$ cat config.mk
export PLATFORM = sky130hd
export DESIGN_NAME = evt_timer
export DESIGN_NICKNAME = d
export VERILOG_FILES = /design/src/rtl/evt_timer_pkg.sv /design/src/rtl/evt_timer_sync.sv /design/src/rtl/evt_timer_regif.sv /design/src/rtl/evt_timer_count.sv /design/src/rtl/evt_timer.sv
export SDC_FILE = /design/constraint.sdc
export NUM_CORES = 1
export LEC_CHECK = 0
export BUFFER_PORTS_ARGS = -buffer_cell sky130_fd_sc_hd__buf_2
export CAP_MARGIN = 20
export CELL_PAD_IN_SITES_DETAIL_PLACEMENT = 1
export CELL_PAD_IN_SITES_GLOBAL_PLACEMENT = 2
export CORE_ASPECT_RATIO = 1.1
export CORE_MARGIN = 5
export CORE_UTILIZATION = 30
export DETAILED_ROUTE_END_ITERATION = 12
export PLACE_DENSITY_LB_ADDON = 0.1
export SYNTH_ARGS = -nofsm -noshare
export SYNTH_HDL_FRONTEND = slang
export SYNTH_SLANG_ARGS = --single-unit
$ cat constraint.sdc
create_clock -name clk -period 1.6 [get_ports clk]
set_input_delay 0.16 -clock clk [delete_from_list [all_inputs] [get_ports clk]]
set_output_delay 0.16 -clock clk [all_outputs]
set_load 0.005 [all_outputs]
$ cat src/rtl/evt_timer_pkg.sv
package evt_timer_pkg;

    localparam int BYTE_W = 8;
    localparam int CNT_W  = 2 * BYTE_W;
    localparam int ADDR_W = 2;

    typedef logic [BYTE_W-1:0] byte_t;
    typedef logic [CNT_W-1:0]  cnt_t;

    typedef enum logic [ADDR_W-1:0] {
        REG_CNT_LO = 2'd0,
        REG_CNT_HI = 2'd1,
        REG_MODE   = 2'd2,
        REG_STAT   = 2'd3
    } reg_sel_e;

    typedef enum logic {
        MODE_CLOCK = 1'b0,
        MODE_PULSE = 1'b1
    } cnt_mode_e;

    // Request from the register window to the counter core
    typedef struct packed {
        logic load;
        cnt_t value;
        logic clr_flag;
    } load_req_t;

    function automatic cnt_t join_bytes(input byte_t hi, input byte_t lo);
        return {hi, lo};
    endfunction

    function automatic byte_t pick_byte(input cnt_t v, input logic upper);
        return upper ? v[CNT_W-1:BYTE_W] : v[BYTE_W-1:0];
    endfunction

    function automatic byte_t bit_to_byte(input logic b);
        return {{(BYTE_W-1){1'b0}}, b};
    endfunction

endpackage

$ cat src/rtl/evt_timer_sync.sv
module evt_timer_sync #(
    parameter int STAGES = 2
) (
    input  logic clk,
    input  logic rst,
    input  logic async_in,
    output logic fall
);
    localparam int CHAIN = STAGES + 1;

    logic [CHAIN-1:0] chain;

    // Stage 0 samples the raw input; the last stage is the edge-history bit
    always_ff @(posedge clk) begin
        if (rst) chain[0] <= 1'b0;
        else     chain[0] <= async_in;
    end

    generate
        for (genvar i = 1; i < CHAIN; i++) begin : g_stage
            always_ff @(posedge clk) begin
                if (rst) chain[i] <= 1'b0;
                else     chain[i] <= chain[i-1];
            end
        end
    endgenerate

    assign fall = chain[CHAIN-1] & ~chain[CHAIN-2];

    // one input edge yields a single step pulse
    p_fall_single_r5: assert property (@(posedge clk) disable iff (rst)
        fall |=> !fall);

endmodule

$ cat src/rtl/evt_timer_regif.sv
module evt_timer_regif
    import evt_timer_pkg::*;
(
    input  logic                clk,
    input  logic                rst,
    input  logic                wr_en,
    input  logic                rd_en,
    input  logic [ADDR_W-1:0]   addr,
    input  byte_t               wdata,
    input  cnt_t                count,
    input  logic                flag,
    output load_req_t           req,
    output cnt_mode_e           mode,
    output byte_t               rdata
);
    reg_sel_e sel;
    byte_t    stage_lo;

    assign sel = reg_sel_e'(addr);

    always_ff @(posedge clk) begin
        if (rst) begin
            stage_lo <= '0;
            mode     <= MODE_CLOCK;
        end else if (wr_en) begin
            case (sel)
                REG_CNT_LO: stage_lo <= wdata;
                REG_MODE:   mode     <= cnt_mode_e'(wdata[0]);
                default: ;
            endcase
        end
    end

    always_comb begin
        req.load     = wr_en && (sel == REG_CNT_HI);
        req.value    = join_bytes(wdata, stage_lo);
        req.clr_flag = rd_en && (sel == REG_CNT_LO);
    end

    always_comb begin
        case (sel)
            REG_CNT_LO: rdata = pick_byte(count, 1'b0);
            REG_CNT_HI: rdata = pick_byte(count, 1'b1);
            REG_MODE:   rdata = bit_to_byte(mode == MODE_PULSE);
            default:    rdata = bit_to_byte(flag);
        endcase
    end

    // mode changes only through a write of its own address
    p_mode_hold_r10: assert property (@(posedge clk) disable iff (rst)
        !(wr_en && sel == REG_MODE) |=> $stable(mode));

    // staging byte only changes on a low-byte write
    p_stage_hold_r2: assert property (@(posedge clk) disable iff (rst)
        !(wr_en && sel == REG_CNT_LO) |=> $stable(stage_lo));

endmodule

$ cat src/rtl/evt_timer_count.sv
module evt_timer_count
    import evt_timer_pkg::*;
(
    input  logic      clk,
    input  logic      rst,
    input  load_req_t req,
    input  logic      step,
    output cnt_t      count,
    output logic      flag
);
    localparam cnt_t ONE = cnt_t'(1);

    logic armed;
    logic hit;

    assign hit = step && !req.load && armed && (count == ONE);

    always_ff @(posedge clk) begin
        if (rst) begin
            count <= '0;
            armed <= 1'b0;
            flag  <= 1'b0;
        end else if (req.load) begin
            count <= req.value;
            armed <= 1'b1;
            flag  <= 1'b0;
        end else begin
            if (step)          count <= count - ONE;
            if (hit) begin
                armed <= 1'b0;
                flag  <= 1'b1;
            end else if (req.clr_flag) begin
                flag  <= 1'b0;
            end
        end
    end

    // a load places the requested value in the counter
    p_load_r3: assert property (@(posedge clk) disable iff (rst)
        req.load |=> (count == $past(req.value)) && !flag);

    // a step without a load moves the count down by one
    p_step_r4: assert property (@(posedge clk) disable iff (rst)
        (step && !req.load) |=> count == $past(count) - ONE);

    // no step and no load keeps the count
    p_hold_r5: assert property (@(posedge clk) disable iff (rst)
        (!step && !req.load) |=> $stable(count));

    // the flag rises only together with a zero count
    p_flag_zero_r6: assert property (@(posedge clk) disable iff (rst)
        $rose(flag) |-> count == '0);

    // a disarmed counter cannot raise the flag without a reload
    p_no_rearm_r7: assert property (@(posedge clk) disable iff (rst)
        (!armed && !req.load) |=> !$rose(flag));

    // an acknowledge with no competing event drops the flag
    p_clear_r8: assert property (@(posedge clk) disable iff (rst)
        (req.clr_flag && count != ONE) |=> !flag);

endmodule

$ cat src/rtl/evt_timer.sv
module evt_timer
    import evt_timer_pkg::*;
#(
    parameter int SYNC_STAGES = 2
) (
    input  logic              clk,
    input  logic              rst,
    input  logic              wr_en,
    input  logic              rd_en,
    input  logic [ADDR_W-1:0] addr,
    input  logic [BYTE_W-1:0] wdata,
    output logic [BYTE_W-1:0] rdata,
    input  logic              pulse_in,
    output logic              irq
);
    load_req_t req;
    cnt_mode_e mode;
    cnt_t      count;
    logic      flag;
    logic      fall;
    logic      step;

    evt_timer_sync #(.STAGES(SYNC_STAGES)) u_sync (
        .clk      (clk),
        .rst      (rst),
        .async_in (pulse_in),
        .fall     (fall)
    );

    evt_timer_regif u_regif (
        .clk   (clk),
        .rst   (rst),
        .wr_en (wr_en),
        .rd_en (rd_en),
        .addr  (addr),
        .wdata (wdata),
        .count (count),
        .flag  (flag),
        .req   (req),
        .mode  (mode),
        .rdata (rdata)
    );

    assign step = (mode == MODE_PULSE) ? fall : 1'b1;

    evt_timer_count u_count (
        .clk   (clk),
        .rst   (rst),
        .req   (req),
        .step  (step),
        .count (count),
        .flag  (flag)
    );

    assign irq = flag;

    // in event mode the count never moves without a synchronized fall
    p_pulse_gate_r5: assert property (@(posedge clk) disable iff (rst)
        (mode == MODE_PULSE && !fall && !req.load) |=> $stable(count));

endmodule

# Yosys cells after proc, flatten, opt, wreduce, memory -nomap -nowiden

Cells that the tools add are included.

Word-level logic and storage cells: 35
Output and inout bits: 9
Register bits after elaboration: 30

Eq/ne operators: 3
Add/subtract/negate cells: 1
Reduce and logical (&&, ||, !) cells: 13
Mux-type cells: 8
Bitwise logic cells: 2

Operators with widths:

| cell                  | count |
|---|---|
| $mux 16               | 2 |
| $pmux 8 s3            | 1 |
| $eq 16x1->1 const B   | 1 |
| $sub 16x1->16 const B | 1 |
| $reduce_bool 2->1     | 3 |
| $logic_and 1x1->1     | 5 |
| $mux 1                | 5 |
| $reduce_and 2->1      | 2 |
| $eq 2x1->1 const B    | 1 |
| $eq 2x2->1 const B    | 1 |
| $logic_not 2->1       | 1 |
| $reduce_or 2->1       | 1 |
| $and 1x1->1           | 1 |
| $logic_not 1->1       | 1 |
| $not 1->1             | 1 |

# Depth between registers and ports, before layout

Gate-level depths: netlist of run 1.

Depth after elaboration: 8
Gate-level depth with buffers: 6

# Hierarchy

Synthesis of run 1 repeated with hierarchy kept, for this count alone.

Cells, all modules: 195
Area total of the unflattened synthesis: 1750.4 µm²

By module, submodules not included:

| module          | times used | cells each | area an instance (µm²) |
|---|---|---|---|
| evt_timer_count | 1          | 120        | 1038.5 |
| evt_timer_regif | 1          | 67         | 618.1 |
| evt_timer_sync  | 1          | 7          | 87.6 |
| evt_timer       | 1          | 1          | 6.3 |

# Worst setup path after synthesis of run 1

OpenSTA, ideal clock, no wires.

Path kind: register -> register
From: register u_count.count[5]
To: register u_count.count[14]
Period minus slack after synthesis: 1.680 ns
Buffers on the path: 0
Slack: -0.080 ns
Required time: 1.509 ns
Data arrival time: 1.589 ns
Cell stages (with the launch flop): 5
Cell sequence: dfxtp_1 nor4_4 o211ai_4 or4_1 a311oi_1

Longest elaborated chain between the ends: 3

Ends and longest elaborated chain:

| element                  | RTL line              | source |
|---|---|---|
| start: declaration       | evt_timer_count.sv:8  | `output cnt_t count,` |
| start signal: assignment | evt_timer_count.sv:24 | `count <= req.value;` |
| start signal: assignment | evt_timer_count.sv:28 | `if (step) count <= count - ONE;` |
| $sub 16x1->16            | evt_timer_count.sv:28 |  |
| $mux 16                  | evt_timer_count.sv:28 |  |
| $mux 16                  | evt_timer_count.sv:23 | `end else if (req.load) begin` |

No other way between the ends. The select of a mux whose other input is x is not followed.
A chain may end at the register's enable or synchronous reset.

# Final worst setup path of run 1

From: register u_count.count[5]
To: register u_count.count[13]

The elaborated chain is that of the path after synthesis.

==> results_dict.tcl, run 1 <==
set metrics [dict create \
    power.share.combinational 0.387 \
    critPathLaunchType "register" \
    clkPwrFrac 0.252 \
    multi_input_area_sq_um 982 \
    setup_viol 2 \
    dr.pass1.iters 4 \
    gp_congestion 0.805 \
    sw_frac_of_total 0.338 \
    area_delta_synth_final_pct 33.7 \
    worstPathRequired_ns 1.74 \
    seq_power_share 0.361 \
    cts_tree "done" \
    antenna_found_initial 0 \
    die_y_um 86.3 \
    synth_seq_cells 30 \
    layout-drive-gt1-share 0.363 \
    synth_nets 196 \
    end_kind "register" \
    hp-class "primary input to register" \
    clkSlewWorstSetupHoldPaths_ns 0.07 \
    syn_avg_cell_area_sq_um 8.87 \
    violations "setup timing" \
    grt_max_degree 32 \
    critical_path_class "register to register" \
    ys_seq_area_frac 0.378 \
    slew_headroom 0.596 \
    p_int_mw 1.69 \
    r2r_slack_ns -0.02 \
    track_usage 0.158 \
    maxCapViolCount 0 \
    num_rows 27 \
    fillers 615 \
    hold_viol_final 0 \
    start_util 0.313 \
    rsz0062_at_grt "true" \
    die_area_sq_um 6850 \
    seqCellArea_sq_um 606 \
    p_leak_nw 0.876 \
    num_vias 1532 \
    total_power_mw 2.55 \
    numCtsBuffers 5 \
    post-route-util 0.419 \
    fin_worst_skew_ns 0.00312 \
    nets 242 \
    synth_area_sq_um 1590 \
    n_antenna_cell 0 \
    wl_um 5090 \
    insertion_delay_ns 0.28 \
    synth_cell_type_count 40 \
    hold_buffers 0 \
    grt_pass1_wl_um 8360 \
    chipWidth_um 79.4 \
    report.final.slew_viol_count 0 \
    min_period_over_period 1.01 \
    drtIter0Drc 58 \
    cp.arrival_ns 1.76 \
    synthCells 179 \
    cp_max_fo 4 \
    post_drt_wl_per_cell_um 17.9 \
    fin_crit_ns 1.62 \
    power_switching_uw 862 \
    power_density_nw_per_um2 1200 \
    grt_overflow 0 \
    post-place-ws_ns -0.0654 \
    yosysWarnings 0 \
    htreeDepth 2 \
    max_freq_mhz 617 \
    ir_worst_vdd_mv 0.519 \
    cts_root_buf "clkbuf_8" \
    worst_slack_ns -0.0203 \
    io_pins 24 \
    cts.sinks 30 \
    dpl.hpwl_um 3590 \
    status "complete, but fails checks" \
    port_buffers 23 \
    grt_pass1_vias 1644 \
    worstMarginPinSlew_ns 0.606 \
    drtAntennaViolNets 0 \
    via_per_inst 5.39 \
    drc 0 \
    core_sq_um 5070 \
    clockBufferDepth 2 \
]
[sequential cells by signal, summed over array words and instances (netlist names)]
register,cells
u_count.armed,1
u_count.flag,1
u_count.count,16
u_sync.chain,3
u_regif.mode,1
u_regif.stage_lo,8
[critical path, cell delays in order (launching register included)]
cell      delay, ns
dfxtp_2        0.34
nor4_4         0.35
buf_4          0.18
nor3b_4        0.24
buf_4          0.15
a31o_2         0.14
a311oi_1       0.07
[repair_timing]
action | 4_1_cts | 5_1_grt
endpoints found under the setup margin | 8 | 11
gates resized for setup | 6 | 10
setup buffers | 3 | 2
pin swaps | 6 | 11
[cells in the final DEF, fill, tap and decap left out, types with 3 or more instances in the layout]
master and n:
a211oi_1 5, a21oi_1 6, a311oi_1 6, a311oi_2 3, buf_2 23, buf_4 26, clkbuf_8 6, dfxtp_1 26
dfxtp_2 4, inv_1 7, mux2i_1 15, nand3_1 3, nor2_1 32, nor2b_1 4, o21ai_0 5, o31ai_1 6
or3_1 3, xor2_1 3
[power by group through the flow]
stage	registers (mW)	clock network [mW]	logic (mW)
6_report	0.921	0.643	0.989
5_1_grt	0.932	0.692	1.08
4_1_cts	0.917	0.662	0.919
3_5_place_dp	0.932	0	0.842
3_3_place_gp	0.928	0	0.832
2_1_floorplan	0.937	0	0.465
[synth_stat cells, drive strengths merged]
| cell type | number | share of area |
|---|---|---|
| xnor2 | 2 | 0.011 |
| xor2 | 3 | 0.017 |
| o311ai | 1 | 0.0055 |
| a21oi | 6 | 0.019 |
| or2 | 2 | 0.0079 |
| o211ai | 3 | 0.023 |
| nor2b | 4 | 0.016 |
| or4 | 3 | 0.014 |
| nor3 | 3 | 0.013 |
| or3 | 3 | 0.012 |
| o21ai | 5 | 0.016 |
| dfxtp | 30 | 0.38 |
| o41ai | 1 | 0.0055 |
| a31o | 2 | 0.011 |
| nand3 | 3 | 0.0095 |
| clkinv | 1 | 0.0024 |
| clkbuf | 10 | 0.024 |
| nand2b | 1 | 0.0039 |
| o41a | 1 | 0.0071 |
| inv | 7 | 0.017 |
| nand2 | 2 | 0.0047 |
| nor4b | 1 | 0.0055 |
| nand3b | 1 | 0.0047 |
| and3b | 2 | 0.011 |
| buf | 2 | 0.0047 |
| nor2 | 32 | 0.076 |
| nand4 | 2 | 0.0079 |
| nor3b | 2 | 0.013 |
| nor4 | 3 | 0.021 |
| a211oi | 7 | 0.033 |
| a311oi | 9 | 0.050 |
| o2111ai | 1 | 0.0055 |
| mux2i | 15 | 0.095 |
| mux4 | 1 | 0.014 |
| ha | 2 | 0.016 |
| o31ai | 6 | 0.028 |
[worst paths after layout]
check | startpoint | to | cells after the start
setup / recovery | u_count.count[5] | u_count.count[13] | 6
hold / removal | pulse_in | u_sync.chain[0] | 2
setup reg to reg | u_count.count[5] | u_count.count[13] | 6
hold reg to reg | u_sync.chain[0] | u_sync.chain[1] | 1
[final cells by class]
type / instances / share of cell area
Timing Repair Buffer: 51 / 0.161
Multi-Input combinational cell: 129 / 0.463
Sequential cell: 30 / 0.285
Tap cell: 58 / 0.0342
Inverter: 8 / 0.0141
Clock inverter: 1 / 0.00236
Clock buffer: 7 / 0.0407
[metal layers]
layer  vias up  GRT usage  wire length [um]
met1       746      0.199              2410
met2        25      0.267              2460
met3         6     0.0385               170
li1        755          -                 -
met5         -          0                 0
met4         0     0.0453                51
[per-stage QoR]
stage / area [sq um] / TNS [ns] / hold slack, ns / std cells
floorplan: 1590 / 0 / 0.288 / 179
global placement: 1920 / -0.00491 / 0.374 / 271
detailed placement: 1920 / -0.178 / 0.378 / 271
CTS: 2060 / -0.0261 / 0.0812 / 282
global route: 2120 / -0.577 / 0.101 / 284
finish: 2120 / -0.0209 / 0.0869 / 284
[cell families after synthesis]
logic type | Yosys count | synth area share
AOI/OAI and AO/OA | 42 | 0.203
adders and majority gates | 2 | 0.0158
muxes | 16 | 0.109
xor gates and xnor gates | 5 | 0.0276
and+or+nand+nor | 64 | 0.219
DFF | 30 | 0.378
buffers and inverters | 20 | 0.0473
Power figures use the tool's default switching activity.
==> run 2, diff against run 1 <==
- ABC_AREA: default -> 1
- CORE_UTILIZATION: 30 -> 28
==> run 2 against run 1 <==
Net effect: die area is 19% higher; worst hold slack got worse by 0.012 ns; core utilization is 8.6 points lower; largest power group unchanged; power grew 3.3%; cell count is 32% higher; first-iteration DRC count is 6.9% lower; clock power grew 2%; worst setup slack improved by 0.22 ns; clock skew is 0.0060 ns higher; critical path depth up 3; the flow now finishes without violations.
==> results_dict.tcl, run 2 <==
set metrics [dict create \
    status "complete, no violations" \
    cts_root_buf "clkbuf_8" \
    p_int_mw 1.56 \
    track_usage 0.149 \
    clkSlewWorstSetupHoldPaths_ns 0.07 \
    fin_worst_skew_ns 0.00907 \
    regMostFlops "u_count.count" \
    drc 0 \
    nets 312 \
    grt_max_degree 19 \
    seqCellArea_sq_um 601 \
    multi_input_area_sq_um 967 \
    netlist_top_cells_count "54 x nand2_1, 42 x nor2_1, 40 x inv_1" \
    grt_overflow 0 \
    p_leak_nw 0.958 \
    tns_ns 0 \
    port_buffers 23 \
    num_vias 1745 \
    worst_slack_ns 0.201 \
    async_flop_share 0 \
    total_power_mw 2.64 \
    post-route-util 0.333 \
    area_delta_synth_final_pct 15.4 \
    clkPwrFrac 0.248 \
    synth_top_area_cell "dfxtp_1" \
    gp_congestion 0.865 \
    clockBufferDepth 2 \
    met1_usage 0.194 \
    end_kind "register" \
    synth_cell_type_count 31 \
    numCtsBuffers 5 \
    synth_seq_cells 30 \
    grt_pass1_wl_um 9250 \
    max_freq_mhz 715 \
    fin_crit_ns 1.40 \
    cts.sinks 30 \
    seq_power_share 0.371 \
    dpl.hpwl_um 4340 \
    wl_um 5660 \
    power.share.combinational 0.382 \
    min_period_over_period 0.875 \
    fin_area_sq_um 2080 \
    synth_area_sq_um 1800 \
    setup_viol 0 \
    reg_top3 "u_count.count x16, u_regif.stage_lo x8, u_sync.chain x3" \
    synth_edf_count 0 \
    hp-class "primary input to register" \
    critPathLaunchType "register" \
    insertion_delay_ns 0.29 \
    num_rows 30 \
    syn_avg_cell_area_sq_um 6.71 \
    drtAntennaViolNets 0 \
    ys_seq_area_frac 0.334 \
    via_per_inst 4.64 \
    power_density_nw_per_um2 1270 \
    post-place-ws_ns 0.165 \
    ir_worst_vdd_mv 0.457 \
    largest_reg_flops 16 \
    maxCapViolCount 0 \
    rsz0062_at_grt "false" \
    synth_area_leaders "dfxtp_1 33%, nand2_1 11%, nor2_1 8.8%" \
    final_common_cell "nand2_1" \
    placedCellCount 368 \
    synth_most_common_cell "nand2_1" \
    hold_buffers 0 \
    sw_frac_of_total 0.407 \
    fillers 839 \
    synth.top_cell.area_share 0.334 \
    final_cells 376 \
    cp.arrival_ns 1.59 \
    antenna_found_initial 0 \
    placed_cell_area_sq_um 1980 \
    slew_headroom 0.706 \
    power_switching_mw 1.07 \
    synthCells 268 \
    hold_slack_ns 0.0753 \
    core_sq_um 6230 \
    die_y_um 94.1 \
    n_antenna_cell 0 \
    worstPathRequired_ns 1.79 \
    htreeDepth 2 \
    report.final.slew_viol_count 0 \
    grtUsageMet3 0.0333 \
    dr.pass1.iters 4 \
    worstMarginPinSlew_ns 0.441 \
    chipWidth_um 86.4 \
    cts_resized 0 \
    io_pins 24 \
    post_drt_wl_per_cell_um 15.1 \
    layout-drive-gt1-share 0.199 \
    critical_path_class "register to register" \
    drtIter0Drc 54 \
    layout_common_cells "53 x nand2_1, 42 x nor2_1, 40 x inv_1" \
    synth_ff_type "dfxtp_1" \
    hold_viol_final 0 \
    cp_max_fo 4 \
    grt_pass1_vias 1775 \
    start_util 0.289 \
    cts_tree "done" \
    globalRoute.busiestLayer "met2" \
    cts_setup_buffers 0 \
    synth_nets 285 \
    die_area_sq_um 8130 \
    gr-usage-met2 0.244 \
    yosysWarnings 0 \
]
run 2: cell types whose count changed after synthesis, sizes merged, moves of 14 or more:
cell / previous run / this run
nand2: 2 / 57
mux2i: 15 / 0
o21ai: 5 / 21
nand3: 3 / 17
nor2: 32 / 47
inv: 7 / 47
run 2: final timing paths:
kind,startpoint,end,slack (ns),depth (start not counted)
max,u_count.count[0],u_count.count[14],0.20,9
max reg2reg,u_count.count[0],u_count.count[14],0.20,9
min reg2reg,u_sync.chain[0],u_sync.chain[1],0.41,2
min,pulse_in,u_sync.chain[0],0.08,3
run 2: final cells by class:
class,count,area share
multi-input combinational,185,0.466
timing repair buffer,26,0.0663
clock inverter,1,0.00241
tap,80,0.0482
sequential,30,0.289
clock buffer,7,0.0416
inverter,47,0.0862
run 2: critical path: stages, from the launching register on:
cell and delay (ns):
dfxtp_1 0.34, inv_1 0.11, ha_1 0.20, nand2_2 0.10, nor2_4 0.14, inv_1 0.07, o21ai_0 0.17, nand3_1 0.09
nand2_1 0.06, inv_1 0.04
run 2: cell families (layout without fill, tap and decap cells):
logic type	after synthesis	count (layout)	share of synthesized area
AND/OR/NAND/NOR	125	125	0.320
flip-flops	30	30	0.334
AO/OA/AOI/OAI	53	53	0.178
adder cells (fa/ha/maj)	2	2	0.0139
XOR/XNOR	5	5	0.0243
buffers and inverters	53	81	0.130
run 2: power by group through the flow:
stage | clock network (mW) | registers [mW] | logic, mW
2_1_floorplan | 0 | 0.951 | 0.769
3_3_place_gp | 0 | 0.999 | 1.01
3_5_place_dp | 0 | 0.995 | 1.01
4_1_cts | 0.681 | 0.980 | 1.02
5_1_grt | 0.720 | 0.991 | 1.16
6_report | 0.653 | 0.978 | 1.01
run 2: metal layers:
layer | vias up | routed length, um
li1 | 905 | -
met1 | 813 | 2810
met2 | 23 | 2620
met3 | 4 | 193
met4 | 0 | 38
met5 | - | 0
